[src/rtl/crc16_pkg.sv]
package crc16_pkg;

  localparam logic [15:0] CRC_POLY = 16'h1021;
  localparam int          CRC_W    = 16;

  // Multiply a remainder by x^nbits modulo the generator (feed nbits zero bits).
  function automatic logic [15:0] crc_zstep(input logic [15:0] r, input int nbits);
    logic [15:0] t;
    t = r;
    for (int s = 0; s < nbits; s++) begin
      t = t[15] ? ((t << 1) ^ CRC_POLY) : (t << 1);
    end
    return t;
  endfunction

  // Table entry: byte idx placed in the high or low half, then shifted nbits.
  function automatic logic [15:0] lut_entry(input int idx, input int hi, input int nbits);
    logic [15:0] r;
    r = (hi != 0) ? {idx[7:0], 8'h00} : {8'h00, idx[7:0]};
    return crc_zstep(r, nbits);
  endfunction

endpackage

[src/rtl/crc16_byte_lut.sv]
module crc16_byte_lut #(
  parameter int ZBITS = 8,
  parameter int HI    = 0
) (
  input  logic [7:0]  idx,
  output logic [15:0] val
);
  logic [15:0] tbl [256];

  for (genvar j = 0; j < 256; j++) begin : g_ent
    localparam logic [15:0] ENT = crc16_pkg::lut_entry(j, HI, ZBITS);
    assign tbl[j] = ENT;
  end

  assign val = tbl[idx];
endmodule

[src/rtl/crc16_pre_stage.sv]
module crc16_pre_stage #(
  parameter int LANES = 8,
  localparam int DW   = 8 * LANES
) (
  input  logic          clk,
  input  logic          rst_n,
  input  logic          in_valid,
  input  logic          in_last,
  input  logic [DW-1:0] in_data,
  output logic          v1,
  output logic          last1,
  output logic [15:0]   pre_q
);
  logic [15:0] lane_val [LANES];
  logic [15:0] lane_sum;

  for (genvar i = 0; i < LANES; i++) begin : g_lane
    if (i == LANES - 1) begin : g_tail
      // latest byte: already narrower than the generator, no table
      assign lane_val[i] = {8'h00, in_data[8*i +: 8]};
    end else begin : g_tab
      crc16_byte_lut #(.ZBITS(8 * (LANES - 1 - i)), .HI(0)) u_lut (
        .idx (in_data[8*i +: 8]),
        .val (lane_val[i])
      );
    end
  end

  always_comb begin
    lane_sum = '0;
    for (int i = 0; i < LANES; i++) lane_sum = lane_sum ^ lane_val[i];
  end

  always_ff @(posedge clk or negedge rst_n) begin
    if (!rst_n) begin
      v1    <= 1'b0;
      last1 <= 1'b0;
      pre_q <= '0;
    end else begin
      v1    <= in_valid;
      last1 <= in_valid && in_last;
      if (in_valid) pre_q <= lane_sum;
    end
  end
endmodule

[src/rtl/crc16_run_state.sv]
module crc16_run_state #(
  parameter int LANES = 8
) (
  input  logic        clk,
  input  logic        rst_n,
  input  logic        v1,
  input  logic        last1,
  input  logic [15:0] pre_q,
  output logic [15:0] run_crc,
  output logic        fin_pend
);
  logic [15:0] fold_hi, fold_lo, carry;
  logic        mid_msg;
  logic        beat_close;

  crc16_byte_lut #(.ZBITS(8 * LANES), .HI(1)) u_fold_hi (
    .idx (run_crc[15:8]), .val (fold_hi));
  crc16_byte_lut #(.ZBITS(8 * LANES), .HI(0)) u_fold_lo (
    .idx (run_crc[7:0]),  .val (fold_lo));

  assign beat_close = v1 && last1;
  assign carry      = mid_msg ? (fold_hi ^ fold_lo) : 16'h0000;

  always_ff @(posedge clk or negedge rst_n) begin
    if (!rst_n) begin
      run_crc  <= '0;
      mid_msg  <= 1'b0;
      fin_pend <= 1'b0;
    end else begin
      fin_pend <= beat_close;
      if (v1) begin
        run_crc <= pre_q ^ carry;
        mid_msg <= !last1;
      end
    end
  end

  AST_IDLE_HOLDS_STATE: assert property (@(posedge clk) disable iff (!rst_n)
    !v1 |=> $stable(run_crc));
  AST_LAST_CLOSES_MSG: assert property (@(posedge clk) disable iff (!rst_n)
    beat_close |=> !mid_msg);
  AST_FIN_FROM_CLOSE: assert property (@(posedge clk) disable iff (!rst_n)
    fin_pend |-> $past(v1 && last1));
endmodule

[src/rtl/crc16_pipe.sv]
module crc16_pipe #(
  parameter int LANES = 8,
  localparam int DW   = 8 * LANES
) (
  input  logic          clk,
  input  logic          rst_n,
  input  logic          in_valid,
  input  logic          in_last,
  input  logic [DW-1:0] in_data,
  output logic [15:0]   crc_out,
  output logic          crc_valid
);
  logic        v1, last1, fin_pend;
  logic [15:0] pre_q, run_crc, fin_hi, fin_lo;

  crc16_pre_stage #(.LANES(LANES)) u_pre (
    .clk (clk), .rst_n (rst_n), .in_valid (in_valid), .in_last (in_last),
    .in_data (in_data), .v1 (v1), .last1 (last1), .pre_q (pre_q));

  crc16_run_state #(.LANES(LANES)) u_state (
    .clk (clk), .rst_n (rst_n), .v1 (v1), .last1 (last1), .pre_q (pre_q),
    .run_crc (run_crc), .fin_pend (fin_pend));

  // closing remainder times x^16 gives the transmitted check value
  crc16_byte_lut #(.ZBITS(crc16_pkg::CRC_W), .HI(1)) u_fin_hi (
    .idx (run_crc[15:8]), .val (fin_hi));
  crc16_byte_lut #(.ZBITS(crc16_pkg::CRC_W), .HI(0)) u_fin_lo (
    .idx (run_crc[7:0]),  .val (fin_lo));

  always_ff @(posedge clk or negedge rst_n) begin
    if (!rst_n) begin
      crc_out   <= '0;
      crc_valid <= 1'b0;
    end else begin
      crc_valid <= fin_pend;
      if (fin_pend) crc_out <= fin_hi ^ fin_lo;
    end
  end

  AST_VALID_FOLLOWS_FIN: assert property (@(posedge clk) disable iff (!rst_n)
    fin_pend |=> crc_valid);
  AST_VALID_NEEDS_FIN: assert property (@(posedge clk) disable iff (!rst_n)
    crc_valid |-> $past(fin_pend));
  AST_OUT_HELD: assert property (@(posedge clk) disable iff (!rst_n)
    !fin_pend |=> $stable(crc_out));
endmodule

[config.mk]
export PLATFORM = sky130hd
export DESIGN_NAME = crc16_pipe
export DESIGN_NICKNAME = d
export VERILOG_FILES = /design/src/rtl/crc16_pkg.sv /design/src/rtl/crc16_byte_lut.sv /design/src/rtl/crc16_pre_stage.sv /design/src/rtl/crc16_run_state.sv /design/src/rtl/crc16_pipe.sv
export SDC_FILE = /design/constraint.sdc
export NUM_CORES = 1
export LEC_CHECK = 0
export ABC_CLOCK_PERIOD_IN_PS = 2000
export BUFFER_PORTS_ARGS = -buffer_cell sky130_fd_sc_hd__buf_2
export CORE_MARGIN = 2
export CORE_UTILIZATION = 55
export DETAILED_ROUTE_END_ITERATION = 10
export HOLD_SLACK_MARGIN = 0.1
export PLACE_DENSITY_LB_ADDON = 0.05
export SLEW_MARGIN = 5
export SYNTH_ARGS = -nofsm -noshare
export SYNTH_HDL_FRONTEND = slang
export SYNTH_HIERARCHICAL = 1
export SYNTH_SLANG_ARGS = --single-unit
[constraint.sdc]
create_clock -name clk -period 2 [get_ports clk]
set_input_delay 0.1 -clock clk [delete_from_list [all_inputs] [get_ports clk]]
set_output_delay 0.1 -clock clk [all_outputs]
set_load 0.02 [all_outputs]
## Yosys cells after proc, flatten, opt, wreduce, memory -nomap -nowiden

Memory sizes are Yosys's and may differ from the RTL's.
Cells that the tools add are included.

- Bits in latches: 0
- Memories: 11
- Bits in read-only memories: 45056
- Output and inout port bits: 17
- Register bits: 53
- Memory bits (writable): 0
- Word-level logic and storage cells: 73
- Input bits: 68

- Divide/modulo/power cells: 0
- Reductions and logical operators: 3
- Magnitude comparators: 9
- Multipliers: 0
- Add/sub/neg operators: 0
- Mux-type cells: 23
- Shifts and indexed selects: 0
- Equal/unequal tests: 0
- Bitwise logic cells: 19

Memory list:

| name | depth | width | rd ports | clocked after Yosys merged registers in | write ports | RTL line | text |
|---|---|---|---|---|---|---|---|
| (name not given) | 256 | 16 | 1 | 0 | 0 | crc16_byte_lut.sv:15 | `assign val = tbl[idx];` |
| (name not given) | 256 | 16 | 1 | 0 | 0 | crc16_byte_lut.sv:15 |  |
| (name not given) | 256 | 16 | 1 | 0 | 0 | crc16_byte_lut.sv:15 |  |
| (name not given) | 256 | 16 | 1 | 0 | 0 | crc16_byte_lut.sv:15 |  |
| (name not given) | 256 | 16 | 1 | 0 | 0 | crc16_byte_lut.sv:15 |  |
| (name not given) | 256 | 16 | 1 | 0 | 0 | crc16_byte_lut.sv:15 |  |
| 5 more memories | - | - | - | - | - | - |  |

Operators by type and width:

| kind | number |
|---|---|
| 16-bit 2-to-1 mux | 23 |
| 16-bit bitwise XOR | 9 |
| 9-bit >= comparator (second input constant) | 9 |
| 8-bit NOT with 9-bit output | 9 |
| 16-bit by 8-bit bitwise XOR with 16-bit output | 1 |
| 1-bit logical AND | 2 |
| 1-bit logical NOT | 1 |

## Depth between registers and ports, before layout

Gate-level depths: netlist of run 1.

- Depth after elaboration: 11
- Gate-level depth with buffers: 11
- Mapped depth without buffers: 10

## Hierarchy

Netlist of run 1, hierarchy kept.

Modules (own cells, without submodules):

| module | cells each | area each (um^2) | sequential area each (um^2) | instances |
|---|---|---|---|---|
| crc16_pre_stage | 150 | 1541.5 | 450.4 | 1 |
| crc16_run_state | 109 | 989.7 | 450.4 | 1 |
| crc16_pipe | 68 | 780.7 | 425.4 | 1 |
| crc16_byte_lut at u_pre.g_lane[4].g_tab.u_lut | 60 | 500.5 | 0.0 | 1 |
| crc16_byte_lut at u_pre.g_lane[0].g_tab.u_lut | 64 | 452.9 | 0.0 | 1 |
| crc16_byte_lut at u_pre.g_lane[3].g_tab.u_lut | 50 | 436.7 | 0.0 | 1 |
| crc16_byte_lut at u_fin_hi | 57 | 416.6 | 0.0 | 1 |
| crc16_byte_lut at u_state.u_fold_lo | 43 | 386.6 | 0.0 | 1 |
| crc16_byte_lut at u_fin_lo ... | 16 | 190.2 | 0.0 | 2 |
| crc16_byte_lut at u_pre.g_lane[2].g_tab.u_lut | 42 | 376.6 | 0.0 | 1 |
| crc16_byte_lut at u_state.u_fold_hi | 39 | 357.8 | 0.0 | 1 |
| crc16_byte_lut at u_pre.g_lane[1].g_tab.u_lut | 39 | 335.3 | 0.0 | 1 |
| crc16_byte_lut at u_pre.g_lane[6].g_tab.u_lut | 17 | 123.9 | 0.0 | 1 |

## Least setup slack after synthesis of run 1

Ideal clock, no wire load.

- Path type: flip-flop to flip-flop
- From: register u_state.run_crc[0]
- To: register u_state.run_crc[5]
- Path slack: -0.069 ns
- Data arrival time: 1.987 ns
- Period minus slack after synthesis: 2.069 ns
- Path buffers: 0
- Cell stages (with the launch flop): 9
- Cell sequence: dfrtp_1 inv_1 ha_1 xnor2_1 xnor2_1 xor2_1 xnor2_1 or3_1 a31oi_1

- Longest elaborated chain between the ends: 7

Ends and longest elaborated chain:

| what | RTL line | text |
|---|---|---|
| start, declared | crc16_run_state.sv:9 | `output logic [15:0] run_crc,` |
| start signal, assigned | crc16_run_state.sv:32 | `run_crc <= pre_q ^ carry;` |
| 8-bit NOT with 9-bit output (not written as such) | crc16_byte_lut.sv:15 |  |
| memory 256 x 16 bit | - |  |
| 16-bit 2-to-1 mux (not written as such) (2 in series) | crc16_byte_lut.sv:15 |  |
| net u_state.fold_lo[5] | crc16_run_state.sv:12 | `logic [15:0] fold_hi, fold_lo, carry;` |
| 16-bit bitwise XOR | crc16_run_state.sv:22 | `assign carry = mid_msg ? (fold_hi ^ fold_lo) : 16'h0000;` |
| 16-bit 2-to-1 mux | crc16_run_state.sv:22 |  |
| 16-bit bitwise XOR | crc16_run_state.sv:32 |  |

The timed path passes the listed nets, and every way through them passes these cells. The select of a mux whose other input is x is not followed.
A chain may end at the register's enable or synchronous reset.

## Final worst setup path of run 1

Ends and elaborated chain as after synthesis.

==> results, run 1 <==
- The antenna cell count is 0.
- Averaged over all synthesized cells, the footprint is 9.19 sq um.
- The worst setup path is launched from a flop.
- The die outline height is 117 microns.
- The via count of the first global-routing pass came to 5284.
- The worst vdd rail ir drop is 0.993 mV.
- The most common library cell in the layout ignoring fill and taps is sky130_fd_sc_hd__xnor2_1.
- Data on the critical path arrives at its endpoint at 2180 ps.
- The run finished with clean final reports.
- The final-layout setup total negative slack is 0 ps.
- In this run the core area contains 41 standard-cell rows.
- The launch instance of the worst register-to-register path is u_state/run_crc[0].
- Once layout is done, the placed cells without fillers occupy 8070 sq um.
- Clock latency on the worst-skew pair, taken at its later pin, is 290 ps.
- After global routing the overflow that remains totals 0.
- In the finished design, the share of the clock period the worst path needs comes to 98.3%.
- The netlist area before placement is 7080 sq um.
- Once detail routing completed, the nets flagged for antenna violations numbered 0.
- Tracing the worst setup path back leads to its startpoint at u_state/run_crc[0].
- Sequential cells were found to cover 18.7% of the synthesized design area.
- Setup violations remaining at the end of the flow were counted as 0.
- The ratio of routed vias to standard cells is 4.99.
- Derived from the worst setup path, the maximum achievable clock frequency is 508 MHz.
- The clock tree from TritonCTS is yes.
- Of the total synthesized cell area, the portion taken by XOR and XNOR cells is 44.8%.
- The number of DRC markers in iteration 0 is 255.
- Entering global routing, the biggest net connects 33 pins.
- The cell sitting at the root of the clock tree is a sky130_fd_sc_hd__clkbuf_16.
- The share of flip-flops with an asynchronous set or reset after synthesis is 100%.
- The kind of end point of the critical path is a flop.
- The final hold violation count is 0.
- The power density of the placed cells is 2030 nW/um^2.
- The depth of the worst register-to-register path is 8.
- At the end of routability-driven placement, the weighted congestion stood at 0.897.
- The utilization after layout is 64.2%.
- The clock-pin slew of the registers on the worst-case setup and hold paths is 70 ps.
- The cell count after placement is 1013.
- Global routing used 22.4% of the available tracks.
- The clock sink count is 53.
- The mux cell area share after synthesis is 2.56%.
- The post-synthesis register bit count is 53.
- In this run, synthesis inferred 0 flip-flops with an integrated enable.
- CTS built an H-tree with a depth of 2.
- The initial antenna violation count came to 0.
- Once the floorplan was initialized, standard cells occupied 56.3% of the core.
- The die span in x is 117 microns.
- The area added between synthesis and finish is 14.0%.
- The worst setup path category is reg2reg.
- Summing the areas of all compound-gate instances in the mapped netlist gives 9.28% of the synthesized area.
- For this run, design rule violations remaining after detail routing come to 0.
- The worst-case setup slack after placement is -42.1 ps.
- In this run, CTS created clock tree buffers numbering 5.
- The final max-slew violation count came to 0.
- Detailed placement ended at an HPWL of 12700 microns.
- Setup repair after global routing could not meet its margin everywhere.
- The number of nets at the end of the flow is 959.
- The worst pin sits at a relative slew slack of 60.6%.
- After Yosys synthesis, and, or, nand and nor cells account for 8.64% of the synthesized area.
- In the post-route analysis, the smallest setup slack over all paths is 33.2 ps.
- The leakage power figure is 0.00346 uW.
- In this run the worst setup path terminates at u_state/run_crc[5].
- The wire length of the first global-routing pass is 25100 microns.
- The die area is 13800 sq um.
- The longest clock path from root to sink contains 2 buffers.
- The detailed-routing iteration count for the pre-antenna-repair pass is 4.
- The fraction of final layout cells sized beyond drive strength 1 is 27.3%.
- After synthesis, the largest family of logic cells by area is XOR/XNOR gates.
- The adder-cell area share of the yosys netlist is 6.01%.
- Dividing the detail-routed wire length by the instance count gives 14.9 microns.
- The finished layout holds 1030 standard cells, fillers aside.
- The path class of the lowest-slack min-delay path is in2reg.
- 85 I/O pins were placed.
- The required time at the worst-slack endpoint is 2210 ps.
- The final critical delay including setup and external delays is 1970 ps.
- The floorplan step defined a core boundary enclosing 12600 sq um.
- The library cells used most frequently in the layout, excluding fill and tap cells, are sky130_fd_sc_hd__xnor2_1 (219), sky130_fd_sc_hd__buf_2 (84), sky130_fd_sc_hd__buf_4 (69).
- Of all nets on the critical path, the largest fanout is 3.
- The sum of routed wire length over all layers is 15400 microns.
- The worst register-to-register path has a setup slack of 30 ps.
- The total of max-cap violations is 0.
- The reg-to-reg critical path endpoint is u_state/run_crc[5].
- In this run, distinct cell masters in the synthesized netlist total 57.
- The final setup skew is 4.84 ps.
- The placed instances occupy a cell area of 7660 sq um.
- The flip-flop cell with the highest count after synthesis is sky130_fd_sc_hd__dfrtp_1.
- The cell count after synthesis came out at 770.
- In this run the tool buffered the top-level ports with 84 buffer cells.
- The number of vias after detailed routing is 5140.
- The warning count from the yosys run is 6.
- The slew of the pin with the lowest slew margin is 591 ps.
through the flow:
stage	hold WS [ps]	power, uW
detailed placement	140	14300
finish	168	16400
global route	178	17800
floorplan	-196	11700
global placement	138	14100
CTS	165	15900
cells in the mapped netlist, drive strengths merged, types with 2 or more instances:
cell	count	area [sq um]
xnor2	235	2140
xor2	76	756
buf	72	531
nor2	61	229
dfrtp	53	1330
ha	34	425
inv	34	128
a21oi	33	214
o21ai	28	140
a31oi	19	119
or3	18	113
nand2	15	56.3
clkbuf	11	41.3
mux2	9	101
xor3	9	214
mux2i	8	80.1
nand2b	7	43.8
nor3	4	20.0
nor3b	4	35.0
a311oi	3	26.3
xnor3	3	67.6
a211o	2	18.8
and2	2	12.5
and3	2	12.5
nand3	2	10.0
nand3b	2	27.5
nor2b	2	12.5
o2bb2ai	2	17.5
o311a	2	21.3
o311ai	2	17.5
o31ai	2	15.0
routing by layer:
layer	routed length [microns]	vias to the layer above	track usage [%]	part of all wire [%]
met1	6470	2436	27.1	42
li1	-	2600	-	-
met2	8230	90	42.5	54
met5	0	-	0	0
met3	425	14	2.03	2.8
met4	231	0	5.65	1.5
power by group:
group,switching (uW),internal [uW],total [uW]
combinational,6370,6710,13100
clock,387,715,1100
sequential,558,1620,2180
worst max-delay path: stages (launching register included):
cell	delay, ps
sky130_fd_sc_hd__dfrtp_1	400
sky130_fd_sc_hd__inv_2	80
sky130_fd_sc_hd__ha_4	230
sky130_fd_sc_hd__xnor2_4	150
sky130_fd_sc_hd__xnor2_2	200
sky130_fd_sc_hd__xor2_1	230
sky130_fd_sc_hd__xnor2_1	110
sky130_fd_sc_hd__or3_1	310
sky130_fd_sc_hd__a31oi_1	190
layout make-up:
type | count | area (sq um)
multi-input combinational | 607 | 5240
fill | 1123 | 4500
sequential | 53 | 1330
timing repair buffer | 156 | 970
tap | 172 | 215
inverter | 34 | 128
clock buffer | 5 | 125
clock inverter | 3 | 65.1
what timing repair did:
item                                    in CTS  in global routing
gates resized for setup                      5                 20
endpoints found under the setup margin       4                 14
buffers inserted                             2                  6
endpoints found under the hold margin       24                  0
hold buffers                                 2                  0
pin swaps                                    4                 14
how the worst min path moves through the flow:
stage	from	endpoint	slack [ps]	cells after the start
floorplan	rst_n	crc_out[0]	-200	0
global placement	rst_n	u_state/run_crc[1]	140	1
detailed placement	rst_n	u_state/run_crc[6]	140	1
CTS	in_valid	u_pre/v1	160	1
global route	in_valid	u_pre/v1	180	1
finish	in_valid	u_pre/v1	170	1
flip-flops by register name, summed over array words and instances, names as in the netlist:
register,count
crc_valid,1
u_state/fin_pend,1
u_state/mid_msg,1
u_pre/v1,1
u_pre/last1,1
u_pre/pre_q,16
crc_out,16
u_state/run_crc,16
cell families (layout without fill, tap and decap cells):
logic type                 Yosys count  in the layout
xor gates and xnor gates           323            323
and+or+nand+nor                    124            124
buffers and inverters              117            198
AOI/OAI and AO/OA                  101            101
DFF                                 53             53
adders and majority gates           34             34
muxes                               17             17
other                                1              8
(Power assumes the default switching activity.)
==> run 2, diff against run 1 <==
--- a/config.mk
+++ b/config.mk
@@ -5,10 +5,11 @@
 export SDC_FILE = /design/constraint.sdc
 export NUM_CORES = 1
 export LEC_CHECK = 0
+export ABC_AREA = 1
 export ABC_CLOCK_PERIOD_IN_PS = 2000
 export BUFFER_PORTS_ARGS = -buffer_cell sky130_fd_sc_hd__buf_2
 export CORE_MARGIN = 2
-export CORE_UTILIZATION = 55
+export CORE_UTILIZATION = 57
 export DETAILED_ROUTE_END_ITERATION = 10
 export HOLD_SLACK_MARGIN = 0.1
 export PLACE_DENSITY_LB_ADDON = 0.05
==> results, run 2 <==
- Compared with the post-synthesis result, the final layout area differs by 5.28%.
- The post-synthesis register bit count is 53.
- The final-layout setup total negative slack is 0 ps.
- In the final layout, the share of cells above drive strength 1 is 15.5%.
- The worst-case register-to-register setup slack is 190 ps.
- The remaining max-slew budget at the tightest pin is 51.8%.
- For this run, the detailed router's first-pass iteration total came to 5.
- The final hold violation count is 0.
- The number of cells on the worst hold path is 1.
- Synthesis produced 1639 cells.
- Timing would allow up to 554 MHz.
- After the last flow step, the layout net total stands at 1790.
- The most common library cell in the layout ignoring fill and taps is sky130_fd_sc_hd__nand2_1.
- Of the synthesized area, sequential elements account for 14.2%.
- The total of max-cap violations is 0.
- The number of port buffers is 84.
- The depth of the worst register-to-register path is 9.
- The path class of the lowest-slack min-delay path is in2reg.
- The combined buffer and inverter count along the critical path is 2.
- Sorting the synthesized cells by area gives the leading types as sky130_fd_sc_hd__nand2_1 (27%), sky130_fd_sc_hd__dfrtp_1 (14%), sky130_fd_sc_hd__inv_1 (10%).
- The clock sink count is 53.
- By startpoint and endpoint, the worst setup path is classified as reg2reg.
- Yosys mapped a number of flops with a built-in enable equal to 0.
- The adder-cell area share of the yosys netlist is 4.54%.
- After detailed routing, the average wire length per cell comes to 12.3 microns.
- Yosys mapped the design onto 36 distinct sky130hd cell types.
- The tightest hold margin is 148 ps.
- The wire length of the first global-routing pass is 38300 microns.
- The die covers 17500 sq um.
- The via count of the first global-routing pass is 7977.
- The most common cell in the synthesized netlist is sky130_fd_sc_hd__nand2_1.
- The post-synthesis share of cell area spent on and, or, nand and nor gates is 47.0%.
- The placeable core area is 15900 sq um.
- Summed over all layers, the global routing overflow is 0.
- The internal power contribution is 5890 uW.
- After synthesis, the largest family of logic cells by area is simple AND/OR/NAND/NOR gates.
- Setup repair after global routing left no endpoint under its margin.
- The die is 132 microns wide.
- The final critical delay including setup and external delays is 1810 ps.
- The stage delay of the slowest cell on the critical path is 370 ps.
- The power density of the placed cells is 1390 nW/um^2.
- The worst-case setup slack after placement is 128 ps.
- By count the netlist is led by sky130_fd_sc_hd__nand2_1 (674), sky130_fd_sc_hd__inv_1 (260), sky130_fd_sc_hd__nand3_1 (170).
- The required time at the worst-slack endpoint is 2200 ps.
- The detailed router placed 9297 vias in this run.
- The pin count of the biggest net entering global routing is 35.
- The net switching power is 7850 uW.
- The maximum buffer depth of the clock tree is 2.
- The sum of routed wire length over all layers is 23400 microns.
- The congestion estimate from routability-driven global placement came to 0.950.
- Cells fill 61.8% of the core in the end.
- The cell family contributing the most delay on the critical path is XOR/XNOR gates.
- The critical-path maximum fanout is 6.
- The Yosys step of the flow raised 6 warnings.
- After layout, the worst path uses 90.3% of the clock period.
- The worst vdd rail ir drop is 0.659 mV.
- The endpoint of the worst hold path is u_pre/v1.
- The final max-slew violation count is 0.
- The worst register-to-register path ends at u_state/run_crc[13].
- The initial antenna violation count is 0.
- Net switching is 57.1% of the power.
- TritonCTS built the clock tree.
- The H-tree was split into 2 levels.
- The netlist area before placement is 9360 sq um.
- In this run, the clock network consumes 6.7% of the power.
- The starting utilization of the core area is 58.7%.
- The slowest stage of the critical path is the sky130_fd_sc_hd__dfrtp_1 cell.
- The flip-flop cell with the highest count after synthesis is sky130_fd_sc_hd__dfrtp_1.
- Once detail routing completed, the nets flagged for antenna violations numbered 0.
- The instance area after placement is 9670 sq um.
- Once detailed placement completed, the half-perimeter wirelength came to 19400 microns.
- The global-route total usage across every layer is 26.7%.
- The sequential power share is 15.2%.
- In this run the critical register-to-register path is launched from u_state/run_crc[1].
- The share of flip-flops with an asynchronous set or reset after synthesis is 100%.
- The XOR/XNOR share of the synthesized area is 13.6%.
- In the layout the commonest cells are sky130_fd_sc_hd__nand2_1 (674), sky130_fd_sc_hd__inv_1 (260), sky130_fd_sc_hd__nand3_1 (170).
- The flow ran to the end, and the final reports show no timing, DRC or antenna violations.
- For this block, the initial DRC count from the detailed router was 584.
- Multiplexer cells account for 0% of the synthesized area.
- Traced cell by cell, the critical path runs through inv_1 -> ha_1 -> xor2_1 -> xnor2_1 -> inv_1 -> nand2_1 -> nand4_1 -> nand3_1 -> nand2_1.
- In the final layout, the registers with the most flip-flops are crc_out (16), u_pre/pre_q (16), u_state/run_crc (16).
- The cell sitting at the root of the clock tree is a sky130_fd_sc_hd__clkbuf_16.
- The average size of a mapped cell is 5.71 sq um.
- The area of all placed cells without fillers is 9850 sq um.
- The number of remaining DRC errors is 0.
- The worst setup path is launched from a flop.
- Data on the critical path arrives at its endpoint at 2010 ps.
- The synthesized-area fraction occupied by ao, oa, aoi and oai cells is 1.87%.
- Of the total power, combinational logic draws 78.1%.
- Across the routed clock network, the largest skew measured is 10.3 ps.
- The kind of end point of the critical path is a flop.
- Setup violations remaining at the end of the flow were counted as 0.
- The leakage power figure is 0.00622 uW.
- The initialized floorplan defines 46 standard-cell rows.
- The clock insertion delay at the later pin of the skew report is 310 ps.
- The antenna cell count is 0.
- Clock-pin slew was measured on the worst setup and hold paths at 80 ps.
- The fraction of synthesized cell area taken by the top area cell type is 27.0%.
- The total clock buffers created by CTS is 5.
- Once routing completed, OpenROAD measured the worst setup slack at 194 ps.
- The slew of the pin with the lowest slew margin is 723 ps.
- 85 I/O pins were placed.
- The worst hold path begins at in_valid.
- Dividing the detail-routed via count by the number of cells gives 4.88.
- The cell taking the most area after synthesis is sky130_fd_sc_hd__nand2_1.
- The die outline height is 132 microns.
==> run 2: layer usage <==
layer  wire length (microns)  track usage, %
met4                     614            8.51
met5                       0               0
met2                   11500            48.2
met3                     787            1.35
met1                   10600            34.2
==> run 2: cells by family (layout without fill, tap and decap cells) <==
logic type / Yosys count / after routing
AND/OR/NAND/NOR: 995 / 995
flip-flops: 53 / 53
AO/OA/AOI/OAI: 33 / 33
other: 1 / 8
XOR/XNOR: 141 / 141
adder cells (fa/ha/maj): 34 / 34
buffers and inverters: 382 / 425
==> run 2: worst max-delay path by stage <==
stage,start,slack (ps),cells past startpoint,end
global route,u_state/run_crc[5],30,9,u_state/run_crc[10]
floorplan,u_state/run_crc[0],280,10,u_state/run_crc[13]
global placement,in_data[35],170,14,u_pre/pre_q[7]
finish,u_state/run_crc[1],190,9,u_state/run_crc[13]
detailed placement,in_data[32],130,14,u_pre/pre_q[5]
CTS,u_state/run_crc[9],200,12,u_state/run_crc[11]
==> run 2: worst reg2reg max path: cells and delay by family, from the launching register on <==
family,cells,cell delay [ps]
xor gates and xnor gates,2,520
DFF,1,370
adders and majority gates,1,370
and+or+nand+nor,4,310
buffers and inverters,2,120
==> run 2: stage by stage <==
| stage | cells | total power [uW] |
|---|---|---|
| after floorplan | 1646 | 10600 |
| after global placement | 1894 | 12400 |
| after detailed placement | 1894 | 12700 |
| after CTS | 1904 | 13700 |
| after global routing | 1905 | 15500 |
| final | 1905 | 13700 |
==> run 2: final cells by class <==
class,instances,area (sq um)
multi-input combinational,1211,6310
fill,1663,6090
sequential,53,1330
inverter,308,1170
timing repair buffer,109,626
tap,216,270
clock buffer,5,125
clock inverter,3,25.0
==> run 2: power by group through the flow <==
stage / Clock [uW] / Combinational, uW / Sequential, uW
detailed placement: 0 / 10600 / 2110
global route: 978 / 12300 / 2160
floorplan: 0 / 8470 / 2160
CTS: 939 / 10600 / 2090
finish: 928 / 10700 / 2090
global placement: 0 / 10300 / 2090
==> run 2: repair_timing <==
item,4_1_cts,5_1_grt
endpoints found under the hold margin,20,0
buffers inserted,0,1
hold buffers,2,0
resized for setup,0,1
setup endpoints to repair,0,1
==> run 3, diff against run 2 <==
--- a/config.mk
+++ b/config.mk
@@ -8,7 +8,6 @@
 export ABC_AREA = 1
 export ABC_CLOCK_PERIOD_IN_PS = 2000
 export BUFFER_PORTS_ARGS = -buffer_cell sky130_fd_sc_hd__buf_2
-export CORE_MARGIN = 2
 export CORE_UTILIZATION = 57
 export DETAILED_ROUTE_END_ITERATION = 10
 export HOLD_SLACK_MARGIN = 0.1
==> results, run 3 (synthesis gave the netlist of run 2 again) <==
- The run finished with clean final reports.
- During I/O placement, the number of pins put on the boundary was 85.
- The final critical-path setup slack is 179 ps.
- The endpoint identified for the worst register-to-register timing path is crc_out[8].
- Entering global routing, the biggest net connects 54 pins.
- The initial antenna violation count is 0.
- Along the worst hold path, the cell count comes to 1.
- The routed layout has 9374 vias.
- The ratio of routed vias to standard cells is 4.91.
- The post-route antenna net violation count is 0.
- Traced cell by cell, the critical path runs through inv_1 -> ha_1 -> xor2_1 -> xor2_1 -> nand2_1 -> nand3_1 -> nand2_1.
- For this configuration, the core starts out at a cell density of 58.7%.
- The clock-pin slew of the registers on the worst-case setup and hold paths is 80 ps.
- The sum of routed wire length over all layers is 23500 microns.
- The number of DRC markers in iteration 0 is 558.
- The wire length of the first global-routing pass is 38200 microns.
- The clock insertion delay at the later pin of the skew report is 310 ps.
- The H-tree depth is 2.
- In this run the register-to-register setup slack is 180 ps.
- The area added between synthesis and finish is 5.51%.
- In this run the tightest slew margin relative to its limit is 53.1%.
- The final setup violation count is 0.
- The peak clock frequency supported by timing is 549 MHz.
- At the worst endpoint, the arrival time is 2020 ps.
- The placeable core area is 15900 sq um.
- The final-layout setup total negative slack is 0 ps.
- The clock passes through at most 2 buffers.
- The congestion estimate from routability-driven global placement came to 0.940.
- For the worst flop-to-flop path, the logic depth is 7.
- In this run the tool buffered the top-level ports with 84 buffer cells.
- The stage delay of the slowest cell on the critical path is 480 ps.
- The die area is 16900 sq um.
- The slew of the pin with the lowest slew margin is 704 ps.
- In the final layout, the registers with the most flip-flops are crc_out (16), u_pre/pre_q (16), u_state/run_crc (16).
- The final max-slew violation count is 0.
- From bottom edge to top edge, the die measures 130 microns.
- The launch instance of the worst register-to-register path is u_state/run_crc[8].
- TritonCTS built the clock tree.
- The total congestion overflow is 0.
- The via count of the first global-routing pass came to 8129.
- The number of remaining DRC errors is 0.
- Counting both buffers and inverters, the worst setup path holds a total of 1.
- The required time at the worst-slack endpoint is 2200 ps.
- The kind of end point of the critical path is a flop.
- Broken down by cell family, the worst path's largest delay share belongs to XOR/XNOR gates.
- Setup repair after global routing left no endpoint under its margin.
- CTS saw 53 sinks.
- The number of nets at the end of the flow is 1794.
- The final critical delay including setup and external delays is 1820 ps.
- In this run the static leakage power is 0.00623 uW.
- Once detailed placement completed, the half-perimeter wirelength came to 19600 microns.
- Of all nets on the critical path, the largest fanout is 5.
- The number of core rows is 46.
- Clock skew on the completed layout was measured at 13.7 ps.
- Leaving out fill and tap cells, the most frequent cell in the layout is sky130_fd_sc_hd__nand2_1.
- The total clock buffers created by CTS is 5.
- The die span in x is 130 microns.
- The sort of element at the start of the critical path is a flop.
- The top cell types in the final layout, fill and taps aside, are sky130_fd_sc_hd__nand2_1 (674), sky130_fd_sc_hd__inv_1 (260), sky130_fd_sc_hd__nand3_1 (170).
- The worst setup path category is reg2reg.
- Across the run, the number of max-cap violations was 0.
- The endpoint of the worst hold path is u_pre/v1.
- The final hold violation count came to 0.
- Cells with a size suffix above 1 make up 15.7% of the layout.
- The worst-case setup slack after placement is 109 ps.
- After layout, the worst path uses 91.0% of the clock period.
- The path class of the lowest-slack min-delay path is in2reg.
- Before antenna repair, the detailed router went through 6 iterations.
- Dividing the detail-routed wire length by the instance count gives 12.3 microns.
- VDD sags by at most 0.690 mV.
- The antenna cell count is 0.
- The clock root buffer master is sky130_fd_sc_hd__clkbuf_16.
- The critical path's slowest cell is sky130_fd_sc_hd__dfrtp_1.
- The power density of the placed cells is 1400 nW/um^2.
- For this run, the total global-route usage over all layers was measured as 28.6%.
- The hold path startpoint is in_valid.
==> run 3: cell types whose count changed in the layout (fill, tap and decap cells not counted), sizes merged <==
cell	delta
buf	+4
clkbuf	+1
clkinv	-1
inv	-1
==> run 3: cell type report <==
class	instances	area (sq um)
clock inverter	1	7.51
tap	216	270
timing repair buffer	113	643
fill	1618	6070
inverter	308	1170
multi-input combinational	1211	6310
sequential	53	1330
clock buffer	6	139
==> run 3: per-layer routing <==
metal	GRT usage [%]	vias to the layer above	share of wire, %
met5	0	-	0
met4	11.8	0	3.6
met3	2.13	40	3.7
met2	51.9	211	49
met1	34.8	4147	44
li1	-	4976	-
==> run 3: timing repair <==
| action | CTS | global route |
|---|---|---|
| hold buffers | 2 | 0 |
| endpoints found under the hold margin | 54 | 0 |
| endpoints found under the setup margin | 0 | 2 |
| resized for setup | 0 | 2 |
| buffers inserted | 0 | 0 |
==> run 3: worst max-delay path by stage <==
stage / slack [ps] / from / endpoint / depth (start not counted)
floorplan: 280 / u_state/run_crc[0] / u_state/run_crc[13] / 10
global placement: 160 / in_data[0] / u_pre/pre_q[10] / 17
detailed placement: 110 / in_data[0] / u_pre/pre_q[10] / 17
CTS: 150 / u_state/run_crc[8] / crc_out[8] / 7
global route: 1 / u_state/run_crc[8] / crc_out[8] / 7
finish: 180 / u_state/run_crc[8] / crc_out[8] / 7
==> run 3: metrics by stage <==
| stage | total power, uW | instances | util [%] | hold slack (ps) | area (sq um) |
|---|---|---|---|---|---|
| after floorplan | 10600 | 1646 | - | -196 | 9390 |
| after global placement | 12600 | 1899 | 60.8 | 271 | 9690 |
| after detailed placement | 12800 | 1899 | 60.8 | 275 | 9690 |
| after CTS | 13800 | 1908 | 61.9 | 167 | 9860 |
| after global routing | 15600 | 1908 | 61.9 | 161 | 9880 |
| final | 13800 | 1908 | 61.9 | 170 | 9880 |
==> run 3: power breakdown <==
part	internal (uW)	total (uW)	leakage (uW)	switching, uW
clock	493	905	0.0000690	412
sequential	1500	2060	0.000645	560
combinational	3980	10900	0.00552	6880
total	5980	13800	0.00623	7850
==> run 3: worst reg2reg max path, cell delays in order (launching register included) <==
cell and delay, ps:
sky130_fd_sc_hd__dfrtp_1 480, sky130_fd_sc_hd__inv_1 130, sky130_fd_sc_hd__ha_1 330, sky130_fd_sc_hd__xor2_1 310
sky130_fd_sc_hd__xor2_1 230, sky130_fd_sc_hd__nand2_1 70, sky130_fd_sc_hd__nand3_1 100, sky130_fd_sc_hd__nand2_1 60
